<file path="config.mk">
export PLATFORM = sky130hd
export DESIGN_NAME = p1101_detector
export DESIGN_NICKNAME = d
export VERILOG_FILES = /design/src/rtl/p1101_pkg.sv /design/src/rtl/p1101_next.sv /design/src/rtl/p1101_out.sv /design/src/rtl/p1101_state_reg.sv /design/src/rtl/p1101_detector.sv
export SDC_FILE = /design/constraint.sdc
export NUM_CORES = 1
export LEC_CHECK = 0
export ABC_AREA = 1
export BUFFER_PORTS_ARGS = -buffer_cell sky130_fd_sc_hd__buf_2
export CAP_MARGIN = 10
export CORE_AREA = 8 8 45 47
export DETAILED_ROUTE_END_ITERATION = 8
export DIE_AREA = 0 0 53 55
export PLACE_DENSITY = 0.3
export SETUP_SLACK_MARGIN = 0.05
export SYNTH_ARGS = -nofsm -noshare
export SYNTH_HDL_FRONTEND = slang
export SYNTH_SLANG_ARGS = --single-unit
</file>
<file path="constraint.sdc">
create_clock -name clk -period 1.81 [get_ports clk]
set_clock_uncertainty 0.15 [all_clocks]
set_input_delay 0.181 -clock clk [delete_from_list [all_inputs] [get_ports clk]]
set_output_delay 0.181 -clock clk [all_outputs]
set_load 0.01 [all_outputs]
</file>
<file path="src/rtl/p1101_pkg.sv">
// Package p1101_pkg
// Shared definitions for the serial 1101 detector: the width of the
// progress register and the four progress codes.
// Assumes: the codes below are fixed; the next-state and output logic decode
// them directly.
package p1101_pkg;

    localparam int PROG_W = 2;

    typedef enum logic [PROG_W-1:0] {
        PG_NONE  = 2'b00,   // no useful prefix
        PG_ONE   = 2'b01,   // a single 1
        PG_ONES  = 2'b10,   // two or more 1s
        PG_ONEZ  = 2'b11    // 1,1,0 seen
    } prog_t;

endpackage

</file>
<file path="src/rtl/p1101_next.sv">
// Module p1101_next
// Next-state logic of the detector: takes the held progress code and the
// current serial bit and computes the code for the next cycle.
// Assumes: purely combinational; the caller registers the result.
module p1101_next
    import p1101_pkg::*;
(
    input  prog_t cur,
    input  logic  din,
    output prog_t nxt
);

    // Transition table, one branch per progress code.
    always_comb begin
        nxt = PG_NONE;
        unique case (cur)
            PG_NONE: nxt = din ? PG_ONE  : PG_NONE;
            PG_ONE:  nxt = din ? PG_ONES : PG_NONE;
            PG_ONES: nxt = din ? PG_ONES : PG_ONEZ;
            PG_ONEZ: nxt = din ? PG_ONE  : PG_NONE;
            default: nxt = PG_NONE;
        endcase
    end

endmodule

</file>
<file path="src/rtl/p1101_out.sv">
// Module p1101_out
// Mealy output logic: flags a match when 1,1,0 has been seen and the
// current bit is 1. The flag is forced low while reset is asserted.
// Assumes: rst_n is the same active-low synchronous reset the state register uses.
module p1101_out
    import p1101_pkg::*;
(
    input  logic  rst_n,
    input  prog_t cur,
    input  logic  din,
    output logic  match
);

    // Decode the match from the held state and the live input bit.
    always_comb begin
        match = rst_n && (cur == PG_ONEZ) && din;
    end

    // no match may be flagged while reset is held
    always_comb begin
        if (!rst_n) begin
            a_r1_quiet_in_reset: assert (!match);
        end
    end

endmodule

</file>
<file path="src/rtl/p1101_state_reg.sv">
// Module p1101_state_reg
// Progress register: one D flip-flop for each bit of the state code,
// cleared by a synchronous active-low reset.
// Assumes: d is valid before each rising edge of clk.
module p1101_state_reg
    import p1101_pkg::*;
(
    input  logic  clk,
    input  logic  rst_n,
    input  prog_t d,
    output prog_t q
);

    logic [PROG_W-1:0] d_bits;
    logic [PROG_W-1:0] q_bits;

    assign d_bits = d;
    assign q      = prog_t'(q_bits);

    for (genvar i = 0; i < PROG_W; i++) begin : g_dff
        // Capture one state bit per edge, cleared to 0 in reset.
        always_ff @(posedge clk) begin
            if (!rst_n) q_bits[i] <= 1'b0;
            else        q_bits[i] <= d_bits[i];
        end
    end

endmodule

</file>
<file path="src/rtl/p1101_detector.sv">
// Module p1101_detector
// Top of the overlapping serial 1101 detector. A two-bit progress register
// feeds the next-state logic and the Mealy match output.
// Assumes: one serial bit per clock; synchronous active-low reset.
module p1101_detector
    import p1101_pkg::*;
(
    input  logic clk,
    input  logic rst_n,
    input  logic bit_in,
    output logic hit
);

    prog_t cur_st;
    prog_t nxt_st;

    p1101_state_reg u_reg (
        .clk   (clk),
        .rst_n (rst_n),
        .d     (nxt_st),
        .q     (cur_st)
    );

    p1101_next u_next (
        .cur (cur_st),
        .din (bit_in),
        .nxt (nxt_st)
    );

    p1101_out u_out (
        .rst_n (rst_n),
        .cur   (cur_st),
        .din   (bit_in),
        .match (hit)
    );

    // moves out of the idle code
    a_r3_idle_zero: assert property (@(posedge clk) disable iff (!rst_n)
        (cur_st == PG_NONE && !bit_in) |=> (cur_st == PG_NONE));
    a_r3_idle_one: assert property (@(posedge clk) disable iff (!rst_n)
        (cur_st == PG_NONE && bit_in) |=> (cur_st == PG_ONE));

    // moves out of the single-1 code
    a_r4_one_zero: assert property (@(posedge clk) disable iff (!rst_n)
        (cur_st == PG_ONE && !bit_in) |=> (cur_st == PG_NONE));
    a_r4_one_one: assert property (@(posedge clk) disable iff (!rst_n)
        (cur_st == PG_ONE && bit_in) |=> (cur_st == PG_ONES));

    // moves out of the many-1s code
    a_r5_ones_hold: assert property (@(posedge clk) disable iff (!rst_n)
        (cur_st == PG_ONES && bit_in) |=> (cur_st == PG_ONES));
    a_r5_ones_zero: assert property (@(posedge clk) disable iff (!rst_n)
        (cur_st == PG_ONES && !bit_in) |=> (cur_st == PG_ONEZ));

    // a 0 after 1,1,0 drops back to idle
    a_r6_onez_zero: assert property (@(posedge clk) disable iff (!rst_n)
        (cur_st == PG_ONEZ && !bit_in) |=> (cur_st == PG_NONE));

    // a match needs state 11 and a 1 on the input
    a_r2_hit_cause: assert property (@(posedge clk) disable iff (!rst_n)
        hit |-> (cur_st == PG_ONEZ && bit_in));

    // a match leaves the single-1 prefix behind for overlap
    a_r7_overlap: assert property (@(posedge clk) disable iff (!rst_n)
        hit |=> (cur_st == PG_ONE));

endmodule

</file>
Word level (Yosys, flattened, before mapping) --
Cells that the tools add are included.
Cells by class: equality and inequality tests 3, muxes and demuxes 4, reduce and logical (&&, ||, !) cells 4
Operator list (number):
- one-hot mux 2 bit (3 select lines) | 1
- equality test 2 bit (second input constant) | 2
- equality test 2 x 1 -> 1 bit (second input constant) | 1
- logical AND 1 bit | 2
- zero test 2 bit | 1
- 2-to-1 mux 1 bit | 2
- 2-to-1 mux 2 bit | 1
- OR reduction 2 bit | 1
Word-level totals: register bits after elaboration 2, input port bits 3, logic and storage cells 13

Longest topological paths before layout --
depth after elaboration 3, gate-level depth with buffers 6, mapped depth without buffers 6

By module --
Synthesis repeated with hierarchy kept, for this count alone.
Second synthesis, totals: cells, all modules 21, area total of the unflattened synthesis 128.9 um^2
Modules (own cells, without submodules):
- p1101_next | instances 1, cells an instance 12, area an instance 62.6 um^2, seq. area each 0.0 um^2
- p1101_state_reg | instances 1, cells an instance 6, area an instance 55.1 um^2, seq. area each 40.0 um^2
- p1101_out | instances 1, cells an instance 3, area an instance 11.3 um^2, seq. area each 0.0 um^2

Worst setup path before layout --
Ideal clock, no wire load.
kind register to register, from reg u_reg.q_bits[0] (netlist: u_reg.q[0]), to reg u_reg.q_bits[0] (netlist: u_reg.q[0]), library setup time 0.113 ns, arrival 0.801 ns, slack 0.746 ns, cell stages (with the launch flop) 7, path buffers 0, period minus slack after synthesis 1.064 ns, path through dfxtp_1 -> inv_1 -> ha_1 -> inv_1 -> nand2_1 -> nand2_1 -> nor2_1
Between the ends: longest elaborated chain between the ends 3, elaborated cells between the ends (all ways) 6
RTL lines:
- start: declaration | RTL line p1101_state_reg.sv:15 | logic [PROG_W-1:0] q_bits;
- start signal: indexed assignment | RTL line p1101_state_reg.sv:24 | else q_bits[i] <= d_bits[i];
- equality test 2 bit or zero test 2 bit (tied branches) | RTL line p1101_next.sv:16 | unique case (cur)
- OR reduction 2 bit (no source line)
- one-hot mux 2 bit (3 select lines) (*) | RTL line p1101_next.sv:16
Mark *: on every way between the ends. The rest lies on a longest branch, timed or not. A chain may end at the register's enable or synchronous reset.

Worst setup path after layout --
from reg u_reg.q_bits[0] (netlist: u_reg.q[0]), to out hit
Between the ends: longest elaborated chain between the ends 3
RTL lines:
- equality test 2 bit | RTL line p1101_out.sv:16 | match = rst_n && (cur == PG_ONEZ) && din;
- logical AND 1 bit (2 in a row) | RTL line p1101_out.sv:16
- end: declaration | RTL line p1101_detector.sv:11 | output logic hit
Every way passes these cells.

==> out/metrics.cfg <==
[global_route]
antenna_found_initial = 0
grt_max_degree = 4
grt_pass1_vias = 93
grt_usage_pct = 2.57
overflow = 0
grt_pass1_wl_um = 414

[floorplanning]
die_area_um2 = 2920
core_area_um2 = 1380
io_pins = 4
start_util_pct = 9.58
die_y_um = 55
row_count = 14
dieWidth_um = 53

[sta]
final.setup.tns_ns = 0
fin_crit_ns = 1.32
rsz0062_at_grt = no
worstMarginPinSlew_ns = 0.114
post-route-period-util_pct = 72.7
fmax_mhz = 760
finalSetupViolCount = 0
finalHoldViolCount = 0
fin_ws_ns = 0.494
drv_slew = 0
relSlewSlack_pct = 92.4

[clocking]
cts-hold-fix-buffers = 0
postCtsSetupBuffers = 0
ctsResizeCount = 0
htreeDepth = 1
clkSinkCount = 2
tritoncts = yes
clock_latency_ns = 0.22
clk_pin_slew_ns = 0.03
clock-root-buffer = clkbuf_4
cts_buffers = 3
clockBufferDepth = 2

[drt]
wl_per_cell_um = 6.54
drcViolationCount = 0
routed_wl_um = 268
first_pass_iters = 1
vias_per_cell = 2.76
ant_nets = 0
via_count = 113
initialDrtViolationCount = 0

[yosys]
synth_fp_nets = 25
syn_area_per_cell_um2 = 6.98
synthTopCellsByArea = dfxtp_1 30%, ha_1 28%, nand2_1 14%
ys_seq_area_share_pct = 30.2
synthCells = 19
syn_area_um2 = 133
ys_ff_latch = 2
synthAdderAreaFrac_pct = 28.3
synth_top_family_by_area = simple AND/OR/NAND/NOR gates
synth-compound-area-share_pct = 0
synthXorXnorAreaFrac_pct = 0
muxShareOfSynthArea_pct = 0
synth_top_area_cell = dfxtp_1
synth.distinct_cells = 7
synth_top_area_share_pct = 30.2
synth_warnings = 0
synth_simple_gate_area_share_pct = 30.2

[flow_run]
cap_viol_max_count = 0

[power_and_ir_drop]
p_leak_nw = 0.103
vdd_drop_max_uv = 265
power-per-cell-area_nw_per_um2 = 902

[final_layout]
fin_util_pct = 13.7
areaGrowthSynthToFinish_pct = 43.4
largest_register_ffs = 2
num_antenna_cells = 0
nFillCells = 160
final_common_cell = nand2_1
final_cell_mix = 5 x nand2_1, 4 x nor2_1
final_cells = 41
nets = 33
drive_above_1_share_pct = 32.0
final_area_um2 = 190

[critical_path]
critPathRequiredTime_ns = 1.48
cpMaxStageDelayCell = dfxtp_1
crit_type = flop to output port
crit_chain = ha_1 > nand2_1 > nor2_1 > buf_2
crit_arrival_ns = 0.99
max_stage_delay_ns = 0.35
end_kind = output port
path_max_fanout = 3
ff2ff_path_depth = 6
critPathLaunchType = flop

[hold_path]
min_path_type = input pin to flop
worstHoldPathCells = 3

[status]
status = complete, no violations

[placed_design]
dp.cells = 38
gp_congestion = 0.572
dp_hpwl_um = 205
pre_cts_ws_ns = 0.683
post_dp_cell_area_um2 = 168
port_buffers = 3

final timing paths:
kind	start	to	slack (ns)
setup / recovery	u_reg.q[0]	hit	0.49
hold / removal	rst_n	u_reg.q[0]	0.07
setup reg to reg	u_reg.q[0]	u_reg.q[0]	0.68
hold reg to reg	u_reg.q[1]	u_reg.q[1]	0.56
area by class of cell:
class	count	area [µm²]	share of cell area [%]
clock buffer	3	22.5	11.8
timing repair buffer	3	15.0	7.89
sequential	2	40.0	21.1
inverter	4	15.0	7.89
multi-input combinational	13	77.6	40.8
tap	16	20.0	10.5
cell usage after synthesis:
cell type	number
inv_1	3
dfxtp_1	2
nand2_1	5
nor2_1	4
ha_1	3
inv_2	1
nor2_2	1
report_power, final:
group	total [mW]	switching [mW]	internal, mW
logic	0.0222	0.0125	0.00975
clock network	0.0975	0.0244	0.0731
registers	0.0518	0.00321	0.0486
total	0.172	0.0401	0.131
logic make-up after synthesis:
family | count (synthesis)
buf+inv | 4
simple gates | 10
fa+ha+maj | 3
flops | 2
critical path: cells and delay by family, from the launching register on:
family	cells	cell delay [ns]
buf+inv	1	0.13
fa+ha+maj	1	0.16
simple gates	2	0.12
flops	1	0.35
metal layers:
metal  up-vias  routed length, µm  track usage (%)
li1         66                  -                -
met1        43                127             2.58
met4         0                  0             5.17
met3         0                 53             2.94
met2         4                 87             1.37
met5         -                  0                0
stage by stage:
step / total power [mW] / hold WS (ns)
2_1_floorplan: 0.0679 / 0.151
3_3_place_gp: 0.0751 / 0.298
3_5_place_dp: 0.0753 / 0.295
4_1_cts: 0.180 / 0.0599
5_1_grt: 0.196 / 0.0641
6_report: 0.172 / 0.0677
(Power assumes the default switching activity.)
